**src/rtl/cbm_pkg.sv**
```systemverilog
package cbm_pkg;
   localparam int SLOT_W = 3;

   typedef enum logic [3:0] {
      SEL_NONE,
      SEL_PRG_A,
      SEL_PRG_B,
      SEL_PRG_C,
      SEL_MIRROR,
      SEL_CHR_LO,
      SEL_CHR_HI,
      SEL_LATCH_LO,
      SEL_LATCH_HI,
      SEL_CTRL,
      SEL_ACK
   } wsel_e;

   typedef struct packed {
      wsel_e             sel;
      logic [SLOT_W-1:0] slot;
      logic [1:0]        page;
   } wdec_t;
endpackage

```
**src/rtl/cbm_decode.sv**
```systemverilog
module cbm_decode
   import cbm_pkg::*;
(
   input  logic [5:0] addr_hi,   // A15..A10
   input  logic [2:0] addr_lo,   // A2..A0
   output wdec_t      dec
);
   localparam logic [3:0] CHR_FIRST = 4'd6;   // A14..A11 of $B000
   localparam logic [3:0] CHR_LAST  = 4'd13;  // A14..A11 of $E800

   logic [3:0] pair_idx;
   logic [3:0] slot_full;

   assign pair_idx  = addr_hi[4:1];
   assign slot_full = pair_idx - CHR_FIRST;

   always_comb begin
      dec      = '{sel: SEL_NONE, slot: '0, page: addr_lo[1:0]};
      if (addr_hi[5]) begin
         case (addr_hi[4:0])
            5'b00000: dec.sel = SEL_PRG_A;
            5'b01000: dec.sel = SEL_PRG_B;
            5'b00111: dec.sel = addr_lo[2] ? SEL_MIRROR : SEL_PRG_C;
            5'b11100: dec.sel = SEL_LATCH_LO;
            5'b11101: dec.sel = SEL_LATCH_HI;
            5'b11110: dec.sel = SEL_CTRL;
            5'b11111: dec.sel = SEL_ACK;
            default: begin
               if (pair_idx >= CHR_FIRST && pair_idx <= CHR_LAST) begin
                  dec.sel  = addr_hi[0] ? SEL_CHR_HI : SEL_CHR_LO;
                  dec.slot = slot_full[SLOT_W-1:0];
               end
            end
         endcase
      end
   end
endmodule

```
**src/rtl/cbm_regfile.sv**
```systemverilog
module cbm_regfile
   import cbm_pkg::*;
#(
   parameter int DATA_W     = 8,
   parameter int PRG_BANK_W = 6,
   parameter int PRG_C_W    = 5,
   parameter int CHR_BANK_W = 8,
   parameter int CHR_SLOTS  = 8
) (
   input  logic                                  clk,
   input  logic                                  rst_n,
   input  logic                                  wr_fire,
   input  wdec_t                                 dec,
   input  logic [DATA_W-1:0]                     data,
   output logic [PRG_BANK_W-1:0]                 prg_a,
   output logic [PRG_BANK_W-1:0]                 prg_b,
   output logic [PRG_C_W-1:0]                    prg_c,
   output logic [CHR_SLOTS-1:0][CHR_BANK_W-1:0]  chr_bank,
   output logic [1:0]                            page,
   output logic                                  single,
   output logic [DATA_W-1:0]                     latch,
   output logic [DATA_W-1:0]                     ctrl,
   output logic                                  ack
);
   localparam int HALF = CHR_BANK_W / 2;
   localparam int LHALF = DATA_W / 2;

   always_ff @(posedge clk or negedge rst_n) begin
      if (!rst_n) begin
         prg_a  <= '0;
         prg_b  <= '0;
         prg_c  <= '0;
         page   <= '0;
         single <= 1'b0;
         latch  <= '0;
         ctrl   <= '0;
         ack    <= 1'b0;
      end else begin
         ack <= wr_fire && (dec.sel == SEL_ACK);
         if (wr_fire) begin
            case (dec.sel)
               SEL_PRG_A:    prg_a <= data[PRG_BANK_W-1:0];
               SEL_PRG_B:    prg_b <= data[PRG_BANK_W-1:0];
               SEL_PRG_C:    prg_c <= data[PRG_C_W-1:0];
               SEL_MIRROR: begin
                  page   <= dec.page;
                  single <= data[0];
               end
               SEL_LATCH_LO: latch[LHALF-1:0]      <= data[LHALF-1:0];
               SEL_LATCH_HI: latch[DATA_W-1:LHALF] <= data[LHALF-1:0];
               SEL_CTRL:     ctrl <= data;
               default: ;
            endcase
         end
      end
   end

   for (genvar s = 0; s < CHR_SLOTS; s++) begin : g_chr
      logic [CHR_BANK_W-1:0] bank_q;
      logic                  hit;
      assign hit = wr_fire && (dec.slot == SLOT_W'(s));
      always_ff @(posedge clk or negedge rst_n) begin
         if (!rst_n) begin
            bank_q <= '0;
         end else if (hit && dec.sel == SEL_CHR_LO) begin
            bank_q[HALF-1:0] <= data[HALF-1:0];
         end else if (hit && dec.sel == SEL_CHR_HI) begin
            bank_q[CHR_BANK_W-1:HALF] <= data[DATA_W-1:HALF];
         end
      end
      assign chr_bank[s] = bank_q;
   end
endmodule

```
**src/rtl/cbm_bank_mux.sv**
```systemverilog
module cbm_bank_mux #(
   parameter int PRG_BANK_W = 6,
   parameter int PRG_C_W    = 5,
   parameter int CHR_BANK_W = 8,
   parameter int CHR_SLOTS  = 8,
   parameter int PRG_WIN_W  = 13,
   parameter int CHR_WIN_W  = 10,
   localparam int PRG_AW    = PRG_BANK_W + PRG_WIN_W,
   localparam int CHR_AW    = CHR_BANK_W + CHR_WIN_W,
   localparam int SLOT_W    = $clog2(CHR_SLOTS)
) (
   input  logic [PRG_WIN_W+1:0]                  cpu_addr,
   input  logic [CHR_WIN_W+SLOT_W-1:0]           ppu_addr,
   input  logic [PRG_BANK_W-1:0]                 prg_a,
   input  logic [PRG_BANK_W-1:0]                 prg_b,
   input  logic [PRG_C_W-1:0]                    prg_c,
   input  logic [CHR_SLOTS-1:0][CHR_BANK_W-1:0]  chr_bank,
   output logic [PRG_AW-1:0]                     prg_addr,
   output logic [CHR_AW-1:0]                     chr_addr
);
   logic [PRG_BANK_W-1:0] bank_sel;
   logic [SLOT_W-1:0]     slot;

   always_comb begin
      case (cpu_addr[PRG_WIN_W+1:PRG_WIN_W])
         2'b00:   bank_sel = prg_a;
         2'b01:   bank_sel = prg_b;
         2'b10:   bank_sel = PRG_BANK_W'(prg_c);
         default: bank_sel = '1;
      endcase
   end

   assign prg_addr = {bank_sel, cpu_addr[PRG_WIN_W-1:0]};
   assign slot     = ppu_addr[CHR_WIN_W+SLOT_W-1:CHR_WIN_W];
   assign chr_addr = {chr_bank[slot], ppu_addr[CHR_WIN_W-1:0]};
endmodule

```
**src/rtl/cart_bank_mapper.sv**
```systemverilog
module cart_bank_mapper
   import cbm_pkg::*;
#(
   parameter int DATA_W     = 8,
   parameter int PRG_BANK_W = 6,
   parameter int PRG_C_W    = 5,
   parameter int CHR_BANK_W = 8,
   parameter int CHR_SLOTS  = 8,
   localparam int PRG_AW    = PRG_BANK_W + 13,
   localparam int CHR_AW    = CHR_BANK_W + 10
) (
   input  logic              clk,
   input  logic              rst_n,
   input  logic [15:0]       cpu_addr,
   input  logic [DATA_W-1:0] cpu_data,
   input  logic              cpu_wr_n,
   input  logic [12:0]       ppu_addr,
   output logic [PRG_AW-1:0] prg_addr,
   output logic [CHR_AW-1:0] chr_addr,
   output logic [1:0]        mirror_page,
   output logic              mirror_single,
   output logic [DATA_W-1:0] irq_latch,
   output logic [DATA_W-1:0] irq_ctrl,
   output logic              irq_ack
);
   if (DATA_W != 8) begin : g_bad_data
      $error("cart_bank_mapper: DATA_W must be 8");
   end
   if (CHR_SLOTS != (1 << SLOT_W)) begin : g_bad_slots
      $error("cart_bank_mapper: CHR_SLOTS must match the package slot width");
   end
   if (CHR_BANK_W != DATA_W) begin : g_bad_chr
      $error("cart_bank_mapper: CHR bank is built from two data nibbles");
   end
   if (PRG_C_W > PRG_BANK_W || PRG_BANK_W > DATA_W - 2) begin : g_bad_prg
      $error("cart_bank_mapper: PRG bank widths out of range");
   end

   logic  wr_prev;
   logic  wr_fire;
   wdec_t dec;
   logic [PRG_BANK_W-1:0]                prg_a, prg_b;
   logic [PRG_C_W-1:0]                   prg_c;
   logic [CHR_SLOTS-1:0][CHR_BANK_W-1:0] chr_bank;

   // Strobe level from the previous edge; reset low so a strobe already
   // asserted when reset lifts does not count as a fall.
   always_ff @(posedge clk or negedge rst_n) begin
      if (!rst_n) wr_prev <= 1'b0;
      else        wr_prev <= cpu_wr_n;
   end
   assign wr_fire = wr_prev && !cpu_wr_n;

   cbm_decode u_dec (
      .addr_hi (cpu_addr[15:10]),
      .addr_lo (cpu_addr[2:0]),
      .dec     (dec)
   );

   cbm_regfile #(
      .DATA_W(DATA_W), .PRG_BANK_W(PRG_BANK_W), .PRG_C_W(PRG_C_W),
      .CHR_BANK_W(CHR_BANK_W), .CHR_SLOTS(CHR_SLOTS)
   ) u_regs (
      .clk      (clk),
      .rst_n    (rst_n),
      .wr_fire  (wr_fire),
      .dec      (dec),
      .data     (cpu_data),
      .prg_a    (prg_a),
      .prg_b    (prg_b),
      .prg_c    (prg_c),
      .chr_bank (chr_bank),
      .page     (mirror_page),
      .single   (mirror_single),
      .latch    (irq_latch),
      .ctrl     (irq_ctrl),
      .ack      (irq_ack)
   );

   cbm_bank_mux #(
      .PRG_BANK_W(PRG_BANK_W), .PRG_C_W(PRG_C_W),
      .CHR_BANK_W(CHR_BANK_W), .CHR_SLOTS(CHR_SLOTS)
   ) u_mux (
      .cpu_addr (cpu_addr[14:0]),
      .ppu_addr (ppu_addr),
      .prg_a    (prg_a),
      .prg_b    (prg_b),
      .prg_c    (prg_c),
      .chr_bank (chr_bank),
      .prg_addr (prg_addr),
      .chr_addr (chr_addr)
   );
endmodule

```
**config.mk**
```make
export PLATFORM = sky130hd
export DESIGN_NAME = cart_bank_mapper
export DESIGN_NICKNAME = d
export VERILOG_FILES = /design/src/rtl/cbm_pkg.sv /design/src/rtl/cbm_decode.sv /design/src/rtl/cbm_regfile.sv /design/src/rtl/cbm_bank_mux.sv /design/src/rtl/cart_bank_mapper.sv
export SDC_FILE = /design/constraint.sdc
export NUM_CORES = 1
export LEC_CHECK = 0
export ABC_AREA = 1
export CAP_MARGIN = 20
export CORE_MARGIN = 2
export CORE_UTILIZATION = 25
export CTS_CLUSTER_DIAMETER = 40
export DETAILED_ROUTE_END_ITERATION = 16
export PLACE_DENSITY = 0.43
export SETUP_SLACK_MARGIN = 0.3
export SLEW_MARGIN = 20
export SYNTH_ARGS = -nofsm -noshare
export SYNTH_HDL_FRONTEND = slang
export SYNTH_SLANG_ARGS = --single-unit
```
**constraint.sdc**
```tcl
create_clock -name clk -period 2 [get_ports clk]
set_input_delay 0.6 -clock clk [delete_from_list [all_inputs] [get_ports clk]]
set_output_delay 0.6 -clock clk [all_outputs]
set_load 0.1 [all_outputs]
```
# --- Word level (Yosys, flattened, before mapping) ---
# Index checks and enable logic that the tools add are counted.
classes:
  n_addsub: 1
  order_cmp: 3
  eq_ne: 25
  n_mux: 9
  n_bitwise: 8
  n_reduce_logical: 47
op_table:
  columns: ["op", "n"]
  rows:
  - ["$reduce_and 2->1", 15]
  - ["$pmux 4 s7", 1]
  - ["$logic_and 1x1->1", 27]
  - ["$bmux 8 s3", 1]
  - ["$eq 5x5->1 const B", 4]
  - ["$pmux 6 s3", 1]
  - ["$eq 4x3->1 const B", 4]
  - ["$mux 7", 2]
  - ["$eq 3x3->1 const B", 4]
  - ["$eq 4x4->1 const B", 3]
  - ["$eq 4x2->1 const B", 2]
  - ["$mux 8", 1]
  - ["$not 1->1", 8]
  - ["$reduce_or 7->1", 1]
  - ["$eq 3x2->1 const B", 2]
  - ["$mux 3", 2]
  - ["$eq 5x3->1 const B", 1]
  - ["$eq 5x4->1 const B", 1]
  - ["$logic_not 5->1", 1]
  - ["$eq 4x1->1 const B", 1]
  - ["$ge 4x3->1 const B", 1]
  - ["$le 4x4->1 const B", 1]
  - ["$lt 3x4->1 const B", 1]
  - ["$eq 3x1->1 const B", 1]
  - ["other kinds (7)", 7]
totals:
  register_bits: 102
  output_inout_bits: 57
  word_cells: 119

# --- Logic depth before layout (Yosys ltp) ---
logic_depth:
  ltp_word: 10
  depth_mapped: 15

# --- By module ---
# A second synthesis with hierarchy kept.
hier_totals:
  hier_cells: 800
  hier_area_um2: 5995.8
by_module_without_submodules:
  columns: ["module", "instances", "cells_per_inst", "area_per_inst_um2", "seq_area_each_um2"]
  rows:
  - ["cbm_regfile", 1, 465, 4398.0, 2527.4]
  - ["cbm_bank_mux", 1, 263, 1217.4, 0.0]
  - ["cbm_decode", 1, 69, 345.3, 0.0]
  - ["cart_bank_mapper", 1, 3, 35.0, 25.0]

# --- Worst setup path after synthesis ---
# No wires, ideal clock.
synth_path:
  path_kind: "input to output"
  start: "input ppu_addr[11]"
  end: "output chr_addr[15]"
  arrival_time_ns: 2.790
  required_ns: 1.400
  path_slack_ns: -1.390
  stages: 6
  cell_sequence: "inv_1 > clkbuf_1 > o21ai_0 > o22ai_1 > nor2_1 > a31oi_1"
synth_between:
  elab_chain_cells: 2
synth_rtl:
  columns: ["element", "line_no", "rtl"]
  rows:
  - ["from (decl)", "cart_bank_mapper.sv:17", "input logic [12:0] ppu_addr,"]
  - ["$bmux 8 s3", "cbm_bank_mux.sv:35", "assign chr_addr = {chr_bank[slot], ppu_addr[CHR_WIN_W-1:0]};"]
  - ["$mux 8 (implied by the code)", "cbm_bank_mux.sv:35", null]
  - ["to (decl)", "cart_bank_mapper.sv:19", "output logic [CHR_AW-1:0] chr_addr,"]
# No other way between the ends. The select of a mux whose other input is x is not followed.

# --- Worst setup path after layout ---
layout_path:
  start: "input cpu_addr[13]"
  end: "register u_regs.g_chr[7].bank_q[1]"
layout_between:
  elab_chain_cells: 8
  word_cells_on_any_way: 20
  classes_between: "1 x add/sub; 2 x order compare; 8 x eq/ne; 4 x mux; 5 x reduce/logical"
layout_rtl:
  columns: ["element", "line_no", "rtl"]
  rows:
  - ["from (decl)", "cart_bank_mapper.sv:14", "input logic [15:0] cpu_addr,"]
  - ["branches (longest 4 deep; another with $ge 4x3->1)", null, null]
  - ["$mux 7 *", "cbm_decode.sv:19", "if (addr_hi[5]) begin"]
  - ["$eq 3x3->1", "cbm_regfile.sv:61", "assign hit = wr_fire && (dec.slot == SLOT_W'(s));"]
  - ["$logic_and 1x1->1", "cbm_regfile.sv:61", null]
  - ["$logic_and 1x1->1 *", "cbm_regfile.sv:65", "end else if (hit && dec.sel == SEL_CHR_LO) begin"]
  - ["to (signal, indexed assignment)", "cbm_regfile.sv:66", "bank_q[HALF-1:0] <= data[HALF-1:0];"]
  - ["to (signal, indexed assignment)", "cbm_regfile.sv:68", "bank_q[CHR_BANK_W-1:HALF] <= data[DATA_W-1:HALF];"]
  - ["to (decl)", "cbm_regfile.sv:59", "logic [CHR_BANK_W-1:0] bank_q;"]
# Every way passes the cells marked *.
# A chain may end at the register's enable or synchronous reset.

==> flow_metrics.env <==
export IMPL_ranking_of_synthesized_cells_by_area="sky130_fd_sc_hd__dfrtp_1 (46%), sky130_fd_sc_hd__nand2_1 (16%), sky130_fd_sc_hd__nand4_1 (7.5%)"
export IMPL_yosys_warnings=0
export IMPL_power_leakage_nw=4.897
export IMPL_place_gp_congestion=0.8064
export IMPL_crit_arrival_ns=2.57
export IMPL_via_count=6156
export IMPL_worst_r2r_endpoint="u_regs.prg_a[2]$_DFFE_PN0P_"
export IMPL_total_power_mw=7.283
export IMPL_layout_worst_path_cycle_share_pct=116.0
export IMPL_fillers=1956
export IMPL_ant_nets=0
export IMPL_irDropWorstVdd_mv=0.6462
export IMPL_nNetsFinal=966
export IMPL_synth_lib_cells_used_distinct=23
export IMPL_power_switching_fraction_pct=37.06
export IMPL_cts_htree_levels=3
export IMPL_detail_route_iter0_violations=344
export IMPL_crit_reg2reg_launch="wr_prev$_DFF_PN0_"
export IMPL_setup_worst_path_end_class="register"
export IMPL_vert_die_dim_microns=153.6
export IMPL_gr_usage_all_layers_pct=19.57
export IMPL_post_route_drc_count=0
export IMPL_route_detailed_wl_per_inst_microns=19.21
export IMPL_grt_start_max_net_pins=32
export IMPL_grt_setup_unrepaired="true"
export IMPL_ys_seq_area_share_pct=45.64
export IMPL_violations="negative setup slack"
export IMPL_power_net_switching_mw=2.699
export IMPL_hold_viol_final=0
export IMPL_post_synth_top_area_cell="sky130_fd_sc_hd__dfrtp_1"
export IMPL_first_pass_drt_iterations=7
export IMPL_use_met2_pct=32.70
export IMPL_detail_route_wirelength_microns=23170
export IMPL_grt_antenna_before_repair=0
export IMPL_slew_headroom_pct=69.76
export IMPL_critPathMaxFanout=5
export IMPL_crit_chain="buf_6 > buf_12 > buf_8 > ha_4 > nand2_4 > inv_4 > a21oi_4 > nand2_4 > buf_6 > o21ai_2 > buf_4 > nor2_4 > buf_6 > buf_6 > buf_12 > clkbuf_16 > nand4_1 > nand2_1"
export IMPL_grt_pass1_wl_microns=36290
export IMPL_timing_critical_path_slowest_stage_cell="sky130_fd_sc_hd__ha_4"
export IMPL_critical_path_startpoint_type="input pin"
export IMPL_areal_power_density_over_the_cells_nw_per_um2=668.9
export IMPL_start_util_pct=25.55
export IMPL_achievable_frequency_ghz=0.4310
export IMPL_finish_utilization_pct=49.74
export IMPL_synth_cells=726
export IMPL_met1_routing_resource_usage_after_global_routing_pct=25.37
export IMPL_ios=97
export IMPL_drive_gt1_share_pct=55.29
export IMPL_finalSetupViolations=114
export IMPL_timing_final_crit_period_ns=2.320
export IMPL_clock_insertion_delay_worst_skew_ns=0.36
export IMPL_synthesis_area_per_instance_sq_um=7.704
export IMPL_dp_hpwl_microns=13260
export IMPL_crit_type="input pin to register"
export IMPL_avgViaCountPerCell=5.104
export IMPL_clock_tree_from_tritoncts="yes"
export IMPL_placement_io_buffers=62
export IMPL_use_met3_pct=3.298
export IMPL_clkPwrFrac_pct=27.1
export IMPL_p_seq_share_pct=33.6
export IMPL_internal_power_mw=4.584
export IMPL_timing_critical_path_slowest_cell_delay_ns=0.15
export IMPL_synth_fp_nets=770
export IMPL_finalWorstSetupSlack_ns=-0.3201
export IMPL_global_route_overflow_total=0
export IMPL_rr_worst_depth=10
export IMPL_chipWidth_microns=153.6
export IMPL_clock_tree_buf_depth=2
export IMPL_max_cap_violations=0
export IMPL_fp_dieArea_sq_um=23580
export IMPL_worst_hold_class="input pin to async pin"
export IMPL_timing_clock_skew_ns=0.004919
export IMPL_numClockSinks=102
export IMPL_syn_area_sq_um=5593
export IMPL_gr_max_usage_layer="met2"
export IMPL_combPwrFrac_pct=39.3
export IMPL_ys_seq_elements=102
export IMPL_insertedDiodeCount=0
export IMPL_cts_buffers_inserted=9
export IMPL_clock_root_buffer="sky130_fd_sc_hd__clkbuf_16"
export IMPL_number_of_slew_limit_violations_in_the_final_report=0
export IMPL_clk_transition_reported_paths_ns=0.07
export IMPL_regToRegSetupSlack_ns=0.48
export IMPL_status="finished, violations left"
export IMPL_timing_critical_path_mode_cell="sky130_fd_sc_hd__buf_6"
export IMPL_first_global_vias=6494
export IMPL_synth_top_cell_area_share_pct=45.64
export IMPL_tightestPinTransition_ns=0.4521
export IMPL_area_growth_from_synthesis_to_final_layout_pct=94.67
export IMPL_number_of_cell_rows=54
export IMPL_coreArea_sq_um=21890
export IMPL_critical_path_required_ns=2.25
repair_timing:
item	4_1_cts	5_1_grt
hold buffers	0	0
setup buffers	48	10
pin swaps	126	87
resized for setup	292	107
endpoints found under the setup margin	121	117
cloned	28	2
worst max path at each step:
stage                       from                                    end  slack [ns]  cells after the start
finish              cpu_addr[13]  u_regs.g_chr[7].bank_q[1]$_DFFE_PN0P_       -0.32                     18
global route        cpu_addr[13]  u_regs.g_chr[7].bank_q[3]$_DFFE_PN0P_       -0.37                     18
CTS                 ppu_addr[10]                           chr_addr[13]       -0.26                      8
detailed placement  cpu_addr[13]            u_regs.latch[2]$_DFFE_PN0P_       -0.93                     17
global placement    cpu_addr[12]             u_regs.ctrl[6]$_DFFE_PN0P_       -0.90                     12
floorplan           ppu_addr[10]                           chr_addr[12]       -0.23                      5
registers in the layout (all words and copies together), names as in the netlist:
register	flops
wr_prev	1
u_regs.single	1
u_regs.ctrl	8
u_regs.prg_b	6
u_regs.page	2
u_regs.ack	1
u_regs.g_chr.bank_q	64
u_regs.prg_a	6
u_regs.prg_c	5
u_regs.latch	8
per-stage QoR:
stage / cell area, sq um / setup WS [ns] / TNS (ns) / hold WS (ns) / instances
final: 10890 / -0.3201 / -25.24 / 0.1799 / 1206
after global routing: 10890 / -0.3661 / -32.44 / 0.1989 / 1206
after CTS: 10350 / -0.2631 / -21.43 / 0.1861 / 1194
after detailed placement: 8046 / -0.9263 / -99.24 / 0.4533 / 1103
after global placement: 8046 / -0.8977 / -95.58 / 0.4510 / 1103
after floorplan: 6296 / -0.2292 / -2.316 / 0.3044 / 726
synth_stat cells:
cell                       count
sky130_fd_sc_hd__nand2_2       1
sky130_fd_sc_hd__o21ai_1       1
sky130_fd_sc_hd__ha_1          4
sky130_fd_sc_hd__nor2_2        4
sky130_fd_sc_hd__dfrtp_1     102
sky130_fd_sc_hd__o22ai_1       8
sky130_fd_sc_hd__nand3_2      13
sky130_fd_sc_hd__nor2_4       10
sky130_fd_sc_hd__a21oi_1       3
sky130_fd_sc_hd__buf_2         8
sky130_fd_sc_hd__clkbuf_1     19
sky130_fd_sc_hd__nor2_1       75
sky130_fd_sc_hd__nand4_1      67
sky130_fd_sc_hd__nor3_1        2
sky130_fd_sc_hd__a221o_1       1
sky130_fd_sc_hd__nand2_1     244
sky130_fd_sc_hd__o21ai_0      45
sky130_fd_sc_hd__a31oi_1       8
sky130_fd_sc_hd__inv_1        24
sky130_fd_sc_hd__nand3_1      48
sky130_fd_sc_hd__buf_4        35
sky130_fd_sc_hd__buf_6         2
sky130_fd_sc_hd__inv_2         2
cell families after synthesis:
logic type,after synthesis,synth area share [%]
AO/OA/AOI/OAI,66,6.353
adder cells (fa/ha/maj),4,0.8949
buffers and inverters,90,8.837
flip-flops,102,45.64
AND/OR/NAND/NOR,464,38.28
metal layers:
| metal | vias up | routed length (microns) |
|---|---|---|
| li1 | 2815 | - |
| met1 | 3077 | 9770 |
| met2 | 221 | 11530 |
| met3 | 43 | 1207 |
| met4 | 0 | 659 |
| met5 | - | 0 |
area by class of cell:
cell class | count | area (sq um) | area share, %
inverter | 26 | 165.2 | 1.517
multi-input combinational | 535 | 3934 | 36.13
timing repair inverter | 3 | 45.04 | 0.4137
clock buffer | 10 | 239.0 | 2.195
sequential | 102 | 2552 | 23.44
tap | 280 | 350.3 | 3.218
timing repair buffer | 245 | 3518 | 32.31
clock inverter | 5 | 83.83 | 0.7699
power groups by stage:
stage	Clock [mW]	Combinational, mW	Sequential, mW
global route	2.06	2.99	2.46
global placement	0	2.16	2.44
CTS	2.01	2.74	2.43
finish	1.97	2.86	2.44
floorplan	0	1.16	2.73
detailed placement	0	2.18	2.43
placed cells by master, fill, tap and decap left out, drive strengths merged:
cell type and instances:
nand4 67, clkdlybuf4s15 1, a31oi 8, dfrtp 102
clkdlybuf4s50 10, dlygate4sd2 2, a221o 1, clkinvlp 3
o22ai 8, inv 28, o21ai 46, nand2 246
buf 228, clkbuf 13, nor3 2, clkinv 1
nor2 89, nand3 61, bufinv 2, ha 4
bufbuf 1, a21oi 3
worst max-delay path: cells and delay by family:
kind	cells	cell delay, ns
buf+inv	10	1.17
simple gates	5	0.36
compound gates	2	0.25
fa+ha+maj	1	0.15
Power figures use the tool's default switching activity.
